$ cat config.mk
export PLATFORM = sky130hd
export DESIGN_NAME = vfbar_array
export DESIGN_NICKNAME = d
export VERILOG_FILES = /design/src/rtl/vfbar_pkg.sv /design/src/rtl/vfbar_rst_sync.sv /design/src/rtl/vfbar_decode.sv /design/src/rtl/vfbar_dword.sv /design/src/rtl/vfbar_rdport.sv /design/src/rtl/vfbar_array.sv
export SDC_FILE = /design/constraint.sdc
export NUM_CORES = 1
export LEC_CHECK = 0
export BUFFER_PORTS_ARGS = -buffer_cell sky130_fd_sc_hd__buf_2
export CAP_MARGIN = 20
export CELL_PAD_IN_SITES_DETAIL_PLACEMENT = 1
export CELL_PAD_IN_SITES_GLOBAL_PLACEMENT = 1
export CORE_AREA = 2 2 184 186
export CTS_BUF_LIST = sky130_fd_sc_hd__clkbuf_4 sky130_fd_sc_hd__clkbuf_8
export CTS_CLUSTER_SIZE = 16
export DETAILED_ROUTE_END_ITERATION = 7
export DIE_AREA = 0 0 186 188
export PLACE_DENSITY_LB_ADDON = 0.1
export SLEW_MARGIN = 10
export SYNTH_ARGS = -nofsm -noshare
export SYNTH_HDL_FRONTEND = slang
export SYNTH_SLANG_ARGS = --single-unit
$ cat constraint.sdc
create_clock -name clk -period 7.35 [get_ports clk]
set_input_delay 0.735 -clock clk [delete_from_list [all_inputs] [get_ports clk]]
set_output_delay 0.735 -clock clk [all_outputs]
set_load 0.05 [all_outputs]
$ cat src/rtl/vfbar_pkg.sv
package vfbar_pkg;

  localparam int NUM_SLOTS = 6;

  typedef enum logic [1:0] {
    ROLE_LO32 = 2'd0,
    ROLE_LO64 = 2'd1,
    ROLE_HI64 = 2'd2
  } role_e;

  function automatic logic type_is_io(input logic [3:0] t);
    return t[0];
  endfunction

  function automatic logic type_is_mem64(input logic [3:0] t);
    return (t[0] == 1'b0) && (t[2:1] == 2'b10);
  endfunction

  // Walk the slots from the bottom: the dword above a 64-bit slot is its upper half.
  function automatic role_e slot_role(input logic [NUM_SLOTS-1:0][3:0] types, input int s);
    role_e cur;
    role_e prev;
    cur  = ROLE_LO32;
    prev = ROLE_LO32;
    for (int i = 0; i < NUM_SLOTS; i++) begin
      if (i <= s) begin
        if (i > 0 && prev == ROLE_LO64) cur = ROLE_HI64;
        else if (type_is_mem64(types[i])) cur = ROLE_LO64;
        else cur = ROLE_LO32;
        prev = cur;
      end
    end
    return cur;
  endfunction

  function automatic logic [31:0] fixed_bits(input logic [3:0] t);
    return type_is_io(t) ? 32'h0000_0003 : 32'h0000_000F;
  endfunction

  function automatic logic [31:0] slot_mask(input logic [NUM_SLOTS-1:0][3:0] types,
                                            input logic [NUM_SLOTS-1:0][63:0] sizes,
                                            input int s);
    logic [63:0] full;
    role_e r;
    r = slot_role(types, s);
    if (r == ROLE_HI64) begin
      full = (s > 0) ? ~(sizes[s-1] - 64'd1) : 64'd0;
      return full[63:32];
    end
    full = ~(sizes[s] - 64'd1);
    return full[31:0] & ~fixed_bits(types[s]);
  endfunction

  function automatic logic [31:0] slot_reset(input logic [NUM_SLOTS-1:0][3:0] types, input int s);
    if (slot_role(types, s) == ROLE_HI64) return 32'd0;
    return {28'd0, types[s]} & fixed_bits(types[s]);
  endfunction

endpackage

$ cat src/rtl/vfbar_rst_sync.sv
module vfbar_rst_sync (
  input  logic clk,
  input  logic rst_n,
  output logic rst_sync_n
);
  logic [1:0] stage_q;

  always_ff @(posedge clk or negedge rst_n) begin
    if (!rst_n) stage_q <= 2'b00;
    else        stage_q <= {stage_q[0], 1'b1};
  end

  assign rst_sync_n = stage_q[1];
endmodule

$ cat src/rtl/vfbar_decode.sv
module vfbar_decode #(
  parameter int              ADDR_W   = 12,
  parameter logic [ADDR_W-1:0] CAP_BASE = 12'h160,
  parameter logic [ADDR_W-1:0] BAR_OFF  = 12'h024
) (
  input  logic [ADDR_W-1:0] addr,
  output logic              hit,
  output logic [2:0]        idx
);
  import vfbar_pkg::*;

  localparam logic [ADDR_W-1:0] START = CAP_BASE + BAR_OFF;

  logic [ADDR_W-1:0] rel;
  logic [ADDR_W-3:0] dw;
  logic              unused_lo;

  always_comb begin
    rel       = addr - START;
    dw        = rel[ADDR_W-1:2];
    unused_lo = ^rel[1:0];
    hit       = (addr >= START) && (32'(dw) < NUM_SLOTS);
    idx       = rel[4:2];
  end
endmodule

$ cat src/rtl/vfbar_dword.sv
module vfbar_dword #(
  parameter logic [31:0] WMASK   = 32'h0,
  parameter logic [31:0] RST_VAL = 32'h0
) (
  input  logic        clk,
  input  logic        rst_n,
  input  logic        wr_en,
  input  logic [3:0]  be,
  input  logic [31:0] wdata,
  output logic [31:0] q
);
  logic [31:0] q_d;

  always_comb begin
    q_d = q;
    for (int b = 0; b < 4; b++) begin
      if (be[b]) q_d[8*b +: 8] = (wdata[8*b +: 8] & WMASK[8*b +: 8]) |
                                 (q[8*b +: 8] & ~WMASK[8*b +: 8]);
    end
  end

  always_ff @(posedge clk or negedge rst_n) begin
    if (!rst_n)     q <= RST_VAL;
    else if (wr_en) q <= q_d;
  end
endmodule

$ cat src/rtl/vfbar_rdport.sv
module vfbar_rdport (
  input  logic                                  clk,
  input  logic                                  rst_n,
  input  logic                                  rd_en,
  input  logic                                  hit,
  input  logic [2:0]                            idx,
  input  logic [vfbar_pkg::NUM_SLOTS-1:0][31:0] words,
  output logic [31:0]                           rdata,
  output logic                                  rd_hit
);
  logic [31:0] rdata_d;
  logic        hit_d;

  always_comb begin
    hit_d   = rd_en && hit;
    rdata_d = 32'd0;
    if (hit_d) rdata_d = words[idx];
  end

  always_ff @(posedge clk or negedge rst_n) begin
    if (!rst_n) begin
      rdata  <= 32'd0;
      rd_hit <= 1'b0;
    end else begin
      rdata  <= rdata_d;
      rd_hit <= hit_d;
    end
  end
endmodule

$ cat src/rtl/vfbar_array.sv
module vfbar_array #(
  parameter int                                   ADDR_W      = 12,
  parameter logic [ADDR_W-1:0]                    CAP_BASE    = 12'h160,
  parameter logic [ADDR_W-1:0]                    BAR_OFF     = 12'h024,
  parameter logic [vfbar_pkg::NUM_SLOTS-1:0][3:0] REGION_TYPE =
    {4'h0, 4'h4, 4'h0, 4'hC, 4'h1, 4'h0},
  parameter logic [vfbar_pkg::NUM_SLOTS-1:0][63:0] REGION_SIZE =
    {64'h0, 64'h2_0000_0000, 64'h0, 64'h10_0000, 64'h100, 64'h1000}
) (
  input  logic                                    clk,
  input  logic                                    rst_n,
  input  logic                                    cfg_wr_en,
  input  logic                                    cfg_rd_en,
  input  logic [ADDR_W-1:0]                       cfg_addr,
  input  logic [3:0]                              cfg_be,
  input  logic [31:0]                             cfg_wdata,
  output logic [31:0]                             cfg_rdata,
  output logic                                    cfg_rd_hit,
  output logic [vfbar_pkg::NUM_SLOTS-1:0][63:0]   region_base,
  output logic [vfbar_pkg::NUM_SLOTS-1:0]         region_valid
);
  import vfbar_pkg::*;

  logic                        rst_int_n;
  logic                        hit;
  logic [2:0]                  idx;
  logic [NUM_SLOTS-1:0][31:0]  words;

  vfbar_rst_sync u_rst (.clk(clk), .rst_n(rst_n), .rst_sync_n(rst_int_n));

  vfbar_decode #(.ADDR_W(ADDR_W), .CAP_BASE(CAP_BASE), .BAR_OFF(BAR_OFF)) u_dec (
    .addr(cfg_addr), .hit(hit), .idx(idx)
  );

  for (genvar s = 0; s < NUM_SLOTS; s++) begin : g_slot
    localparam role_e       ROLE = slot_role(REGION_TYPE, s);
    localparam logic [31:0] MASK = slot_mask(REGION_TYPE, REGION_SIZE, s);
    localparam logic [31:0] RSTV = slot_reset(REGION_TYPE, s);
    localparam logic [63:0] SZ   = REGION_SIZE[s];

    // elaboration-time legality of each configured aperture
    if (ROLE != ROLE_HI64) begin : g_chk
      if (SZ == 64'd0 || (SZ & (SZ - 64'd1)) != 64'd0) begin : g_pow2
        $error("vfbar_array: slot %0d size is not a power of two", s);
      end
      if (type_is_io(REGION_TYPE[s]) && SZ < 64'd4) begin : g_iomin
        $error("vfbar_array: slot %0d I/O size below 4", s);
      end
      if (!type_is_io(REGION_TYPE[s]) && SZ < 64'd16) begin : g_memmin
        $error("vfbar_array: slot %0d memory size below 16", s);
      end
      if (ROLE == ROLE_LO32 && SZ > 64'h8000_0000) begin : g_max32
        $error("vfbar_array: slot %0d size exceeds 32-bit aperture", s);
      end
      if (ROLE == ROLE_LO64 && s == NUM_SLOTS - 1) begin : g_top64
        $error("vfbar_array: 64-bit slot %0d has no upper dword", s);
      end
    end

    logic slot_wr;
    assign slot_wr = cfg_wr_en && hit && (idx == 3'(s));

    vfbar_dword #(.WMASK(MASK), .RST_VAL(RSTV)) u_dw (
      .clk(clk), .rst_n(rst_int_n), .wr_en(slot_wr),
      .be(cfg_be), .wdata(cfg_wdata), .q(words[s])
    );

    // base assembly per role, valid when non-zero
    if (ROLE == ROLE_LO64) begin : g_b64
      assign region_base[s] = {words[s+1], words[s] & ~fixed_bits(REGION_TYPE[s])};
    end else if (ROLE == ROLE_LO32) begin : g_b32
      assign region_base[s] = {32'd0, words[s] & ~fixed_bits(REGION_TYPE[s])};
    end else begin : g_bhi
      assign region_base[s] = 64'd0;
    end
    assign region_valid[s] = |region_base[s];
  end

  vfbar_rdport u_rd (
    .clk(clk), .rst_n(rst_int_n), .rd_en(cfg_rd_en), .hit(hit), .idx(idx),
    .words(words), .rdata(cfg_rdata), .rd_hit(cfg_rd_hit)
  );
endmodule

==> results of run 1 <==
## path summary, 6_finish.rpt
kind                                  start              endpoint  slack (ns)
max                             cfg_addr[2]         u_rd.rdata[0]        3.18
min                                   rst_n      u_rst.stage_q[1]        0.05
max reg2reg                u_rst.stage_q[1]  g_slot[5].u_dw.q[19]        5.74
min reg2reg                u_rst.stage_q[1]  g_slot[3].u_dw.q[10]        0.33
max in group asynchronous  u_rst.stage_q[1]  g_slot[5].u_dw.q[19]        5.74
min in group clk           u_rst.stage_q[0]      u_rst.stage_q[1]        0.36
## critical path: cells and delay by family
kind / cells / cell delay (ns)
adders and majority gates: 2 / 0.66
and+or+nand+nor: 4 / 1.12
AOI/OAI and AO/OA: 1 / 0.27
buffers and inverters: 5 / 1.68
## registers in the layout, summed over array words and instances, names as in the netlist
register and flops:
u_rd.rdata 32, u_rst.stage_q 2, g_slot.u_dw.q 119, u_rd.rd_hit 1
## synth_stat cells, drive strengths merged, types with 2 or more instances
cell | n | area share
a211oi | 6 | 0.0050
a21oi | 32 | 0.018
a22oi | 5 | 0.0042
a31oi | 4 | 0.0028
and2 | 2 | 0.0014
and3 | 4 | 0.0028
and4 | 2 | 0.0019
buf | 275 | 0.23
clkbuf | 15 | 0.0063
conb | 2 | 0.00083
dfrtp | 154 | 0.43
ha | 6 | 0.0083
inv | 6 | 0.0025
mux2 | 120 | 0.15
mux2i | 13 | 0.014
mux4 | 12 | 0.030
nand2 | 4 | 0.0017
nand3 | 6 | 0.0056
nand4 | 16 | 0.021
nor2 | 39 | 0.016
nor2b | 13 | 0.0090
nor3 | 10 | 0.0056
nor4 | 32 | 0.024
o21ai | 5 | 0.0028
o311ai | 2 | 0.0028
or4 | 2 | 0.0017
## logic make-up (layout without fill, tap and decap cells)
kind of cell	Yosys count	after routing	share of synthesized area
compound gates	56	56	0.0373
fa+ha+maj	6	6	0.00834
buf+inv	296	253	0.236
flops	154	154	0.428
mux	145	145	0.195
other cells	2	269	0.000835
simple gates	134	134	0.0944
## per-layer routing
metal / GRT usage / part of all wire / vias up
met3: 0.0350 / 0.062 / 9
met1: 0.220 / 0.43 / 3110
li1: - / - / 2658
met4: 0.0309 / 0.0060 / 2
met2: 0.278 / 0.50 / 258
met5: 0 / 0.00027 / -
## cell type report
class,instances,area (µm²)
clock inverters,13,166
diodes,1,2.50
well taps,448,561
inverters,6,22.5
fillers,3828,23100
clock buffers,19,255
repair buffers,215,1140
multi-input cells,609,4020
flip-flops and latches,154,3860
## power by group
part / leakage, nW / switching (mW) / total (mW) / internal (mW)
clock network: 0.207 / 0.347 / 0.699 / 0.352
registers: 2.14 / 0.0128 / 0.868 / 0.856
logic: 3.30 / 0.457 / 0.514 / 0.0569
total: 5.65 / 0.816 / 2.08 / 1.26
==> results.json, run 1 <==
{
  "status": "completed",
  "grt_max_degree": 73,
  "hold_viol_final": 0,
  "yosysWarnings": 0,
  "num_rows": 67,
  "slew_violations": 0,
  "max_cap_viol_count": 0,
  "grt_pass1_wl_um": 42100,
  "core-area_mm2": 0.0331,
  "htree_levels": 4,
  "floorplan.initialDensity": 0.272,
  "critPathMaxFanout": 43,
  "setup_viol": 0,
  "antenna_left": 0,
  "drive_gt1_frac": 0.392,
  "finalClockSkew_ns": 0.0153,
  "tightest_slew_ns": 0.985,
  "dieArea_mm2": 0.0350,
  "fin_ws_ns": 3.18,
  "routedWlPerCell_um": 20.1,
  "overflow": 0,
  "track_usage": 0.165,
  "finalCriticalPeriod_ns": 4.17,
  "cp_data_arrival_time_ns": 4.51,
  "synthDistinctLibCells": 40,
  "drtIter0Drc": 280,
  "fin_crit_sh": 0.568,
  "vias": 6037,
  "hp-class": "primary input to asynchronous set/reset pin",
  "cts_resized": 0,
  "startpoint_type": "primary input",
  "cts_tree": "done",
  "cp_common_cell": "buf_4",
  "fp.dieH_um": 188,
  "finalNonFillerCells": 1465,
  "area_growth_pct": 11.3,
  "synthArstFlopShare": 1.00,
  "path_clk_slew_ns": 0.09,
  "mostFrequentLayoutCell": "conb_1",
  "io_pins": 475,
  "final_cell_mix": "268 x conb_1, 207 x buf_2, 153 x dfrtp_1, 120 x mux2_2, 39 x nor2_1",
  "irDropWorstVdd_v": 0.0000851,
  "worstRegToRegCells": 2,
  "relSlewSlack": 0.343,
  "synth.ff_latch_count": 154,
  "die_w_um": 186,
  "critical_path.cell_chain": "buf_2, buf_4, inv_1, ha_1, ha_1, a221oi_1, nand2_1, nor4_4, buf_4, nand2_1, buf_4, nor4_1",
  "rsz0062_at_grt": "false",
  "hpwl_um": 23000,
  "cts-root-buf": "clkbuf_8",
  "final_core_util": 0.303,
  "grt_pass1_vias": 5963,
  "nets": 1061,
  "numCtsBuffers": 17,
  "syn_avg_cell_area_um2": 11.3,
  "route.detailed.drc": 0,
  "cts_setup_buffers": 0,
  "p_total_mw": 2.08,
  "fmax_mhz": 240,
  "pre_cts_slack_ns": 2.64,
  "cts_buffer_depth": 2,
  "whs_ns": 0.0535,
  "dr.pass1.iters": 6,
  "slowest_delay_ns": 0.52,
  "synth_ff_type": "dfrtp_1",
  "cts_hold_buf": 0,
  "synth-edff-count": 0,
  "dp.cells": 1432,
  "netlist_area_mm2": 0.00900,
  "design_area_mm2": 0.0100,
  "dpl_cell_area_mm2": 0.00959,
  "crit_slowest_cell": "buf_4",
  "clock_latency_ns": 0.44,
  "antenna_found_initial": 2,
  "synthCells": 793,
  "crit_type": "primary input to flop",
  "cellPowerDensity_mw_per_mm2": 208,
  "place.gp.congestion": 0.728,
  "port_buffers": 207,
  "leakage_nw": 5.65,
  "clock_sinks": 154,
  "via_per_inst": 4.12,
  "tns_ns": 0,
  "endpoint_kind": "flop",
  "yosysSeqAreaShare": 0.428,
  "totalWireLength_um": 29500,
  "required_ns": 7.69
}
Power figures use the tool's default switching activity.
==> inputs of run 2 (changes only) <==
Clock period 7.35 ns to 4.25 ns, I/O delays scaled along.
==> run 2 against run 1 <==
Effect of this change:
- register-to-register slack got worse by 3.0 ns
- cell area fell by 0.48%
- final cell count barely moved
==> results.json, run 2 (synthesized netlist as in run 1, its figures left out) <==
{
  "status": "completed",
  "grt_pass1_vias": 5933,
  "die_w_um": 186,
  "routedWlPerCell_um": 20.2,
  "path_clk_slew_ns": 0.10,
  "io_pins": 475,
  "crit_type": "primary input to flop",
  "fmax_mhz": 336,
  "antenna_left": 0,
  "nets": 1062,
  "fillers": 3846,
  "setup_viol": 0,
  "endpoint_kind": "flop",
  "dieArea_mm2": 0.0350,
  "grt_max_degree": 153,
  "num_rows": 67,
  "worstRegToRegCells": 4,
  "max_cap_viol_count": 0,
  "hp-class": "primary input to flop",
  "port_buffers": 207,
  "rsz0062_at_grt": "false",
  "cts_buffer_depth": 2,
  "numCtsBuffers": 17,
  "mostFrequentLayoutCell": "conb_1",
  "largestRegisters": "g_slot.u_dw.q x119, u_rd.rdata x32, u_rst.stage_q x2",
  "core-area_mm2": 0.0331,
  "grt_pass1_wl_um": 42300,
  "htree_levels": 4,
  "place.gp.congestion": 0.762,
  "slowest_delay_ns": 0.44,
  "route.detailed.drc": 0,
  "largest_register": "g_slot.u_dw.q",
  "r2r-end": "u_rd.rdata[20]",
  "pre_cts_slack_ns": 0.825,
  "cp_data_arrival_time_ns": 3.35,
  "finalCriticalPeriod_ns": 2.98,
  "largest_reg_flops": 119,
  "clock_sinks": 154,
  "cts_tree": "done",
  "final_cell_mix": "268 x conb_1, 207 x buf_2, 153 x dfrtp_1, 120 x mux2_2, 39 x nor2_1",
  "cp_common_cell": "buf_4",
  "crit_slowest_cell": "nand2_1",
  "drive_gt1_frac": 0.391,
  "critical_path.cell_chain": "buf_2, inv_1, buf_4, ha_1, ha_1, a221oi_1, nand2_1, nor4_4, buf_4, nand2_1, buf_4, nor2_1",
  "drtIter0Drc": 217,
  "dpl_cell_area_mm2": 0.00957,
  "fp.dieH_um": 188,
  "p_total_mw": 3.54,
  "design_area_mm2": 0.00997,
  "hold_path_end": "g_slot[3].u_dw.q[6]",
  "floorplan.initialDensity": 0.272,
  "startpoint_type": "primary input",
  "hp-start": "cfg_wdata[6]",
  "clock_latency_ns": 0.46,
  "tns_ns": 0,
  "slew_violations": 0,
  "min_delay_path_depth": 2,
  "cts-root-buf": "clkbuf_8",
  "area_growth_pct": 10.8,
  "r2r_setup_slack_ns": 2.79,
  "tightest_slew_ns": 0.999,
  "hpwl_um": 22600,
  "fin_ws_ns": 1.27,
  "relSlewSlack": 0.334,
  "cellPowerDensity_mw_per_mm2": 355,
  "crit_family": "buffers and inverters",
  "leakage_nw": 5.63,
  "cp_num_buf_inv": 5,
  "required_ns": 4.62,
  "fin_crit_sh": 0.701,
  "antenna_found_initial": 4,
  "totalWireLength_um": 29600,
  "r2r-start": "g_slot[0].u_dw.q[20]",
  "hold_viol_final": 0,
  "via_per_inst": 4.06,
  "track_usage": 0.166,
  "finalClockSkew_ns": 0.0233,
  "irDropWorstVdd_v": 0.000133,
  "dr.pass1.iters": 4,
  "overflow": 0,
  "vias": 5945,
  "critPathMaxFanout": 17
}
[run 2: layout make-up]
type,instances,area (µm²),area share
Inverter,6,22.5,0.00226
Clock inverter,14,150,0.0151
Timing Repair Buffer,216,1120,0.112
Sequential cell,154,3860,0.387
Clock buffer,18,241,0.0242
Multi-Input combinational cell,609,4020,0.403
Antenna cell,1,2.50,0.000251
Tap cell,448,561,0.0562
[run 2: layer usage]
metal	wire length [µm]	part of all wire	track usage	up-vias
li1	-	-	-	2662
met3	1670	0.057	0.0338	10
met2	15000	0.51	0.283	233
met1	12800	0.43	0.220	3036
met5	27	0.00091	0	-
met4	119	0.0040	0.0282	4
[run 2: per-stage QoR]
| step | std cells | util | hold slack (ns) |
|---|---|---|---|
| 3_5_place_dp | 1432 | 0.289 | 0.212 |
| 3_3_place_gp | 1432 | 0.289 | 0.214 |
| 2_1_floorplan | 1059 | - | 0.129 |
| 5_1_grt | 1465 | 0.301 | 0.200 |
| 6_report | 1466 | 0.301 | 0.217 |
| 4_1_cts | 1465 | 0.301 | 0.181 |
[run 2: report_power, final]
| group | switching [mW] | total, mW | internal, mW |
|---|---|---|---|
| clock | 0.655 | 1.15 | 0.496 |
| combinational | 0.790 | 0.886 | 0.0958 |
| sequential | 0.0218 | 1.50 | 1.48 |
[run 2: worst max-delay path by stage]
stage                 from                    to  slack [ns]  cells past startpoint
3_5_place_dp   cfg_addr[2]        u_rd.rdata[31]        0.83                     12
4_1_cts        cfg_addr[2]        u_rd.rdata[31]        1.31                     12
2_1_floorplan  cfg_addr[2]  g_slot[0].u_dw.q[12]        1.36                      9
5_1_grt        cfg_addr[2]         u_rd.rdata[2]        1.07                     12
6_report       cfg_addr[2]        u_rd.rdata[31]        1.27                     12
3_3_place_gp   cfg_addr[2]        u_rd.rdata[31]        0.87                     12
[run 2: timing repair]
action,4_1_cts,5_1_grt
setup buffers,0,0
hold buffers,1,0
gates resized for setup,0,0
endpoints found under the hold margin,2,0
[run 2: worst reg2reg max path: stages (launching register included)]
cell and delay, ns:
dfrtp_1 0.46, mux4_2 0.49, nor2b_1 0.15, a21oi_1 0.18, nor2_1 0.07
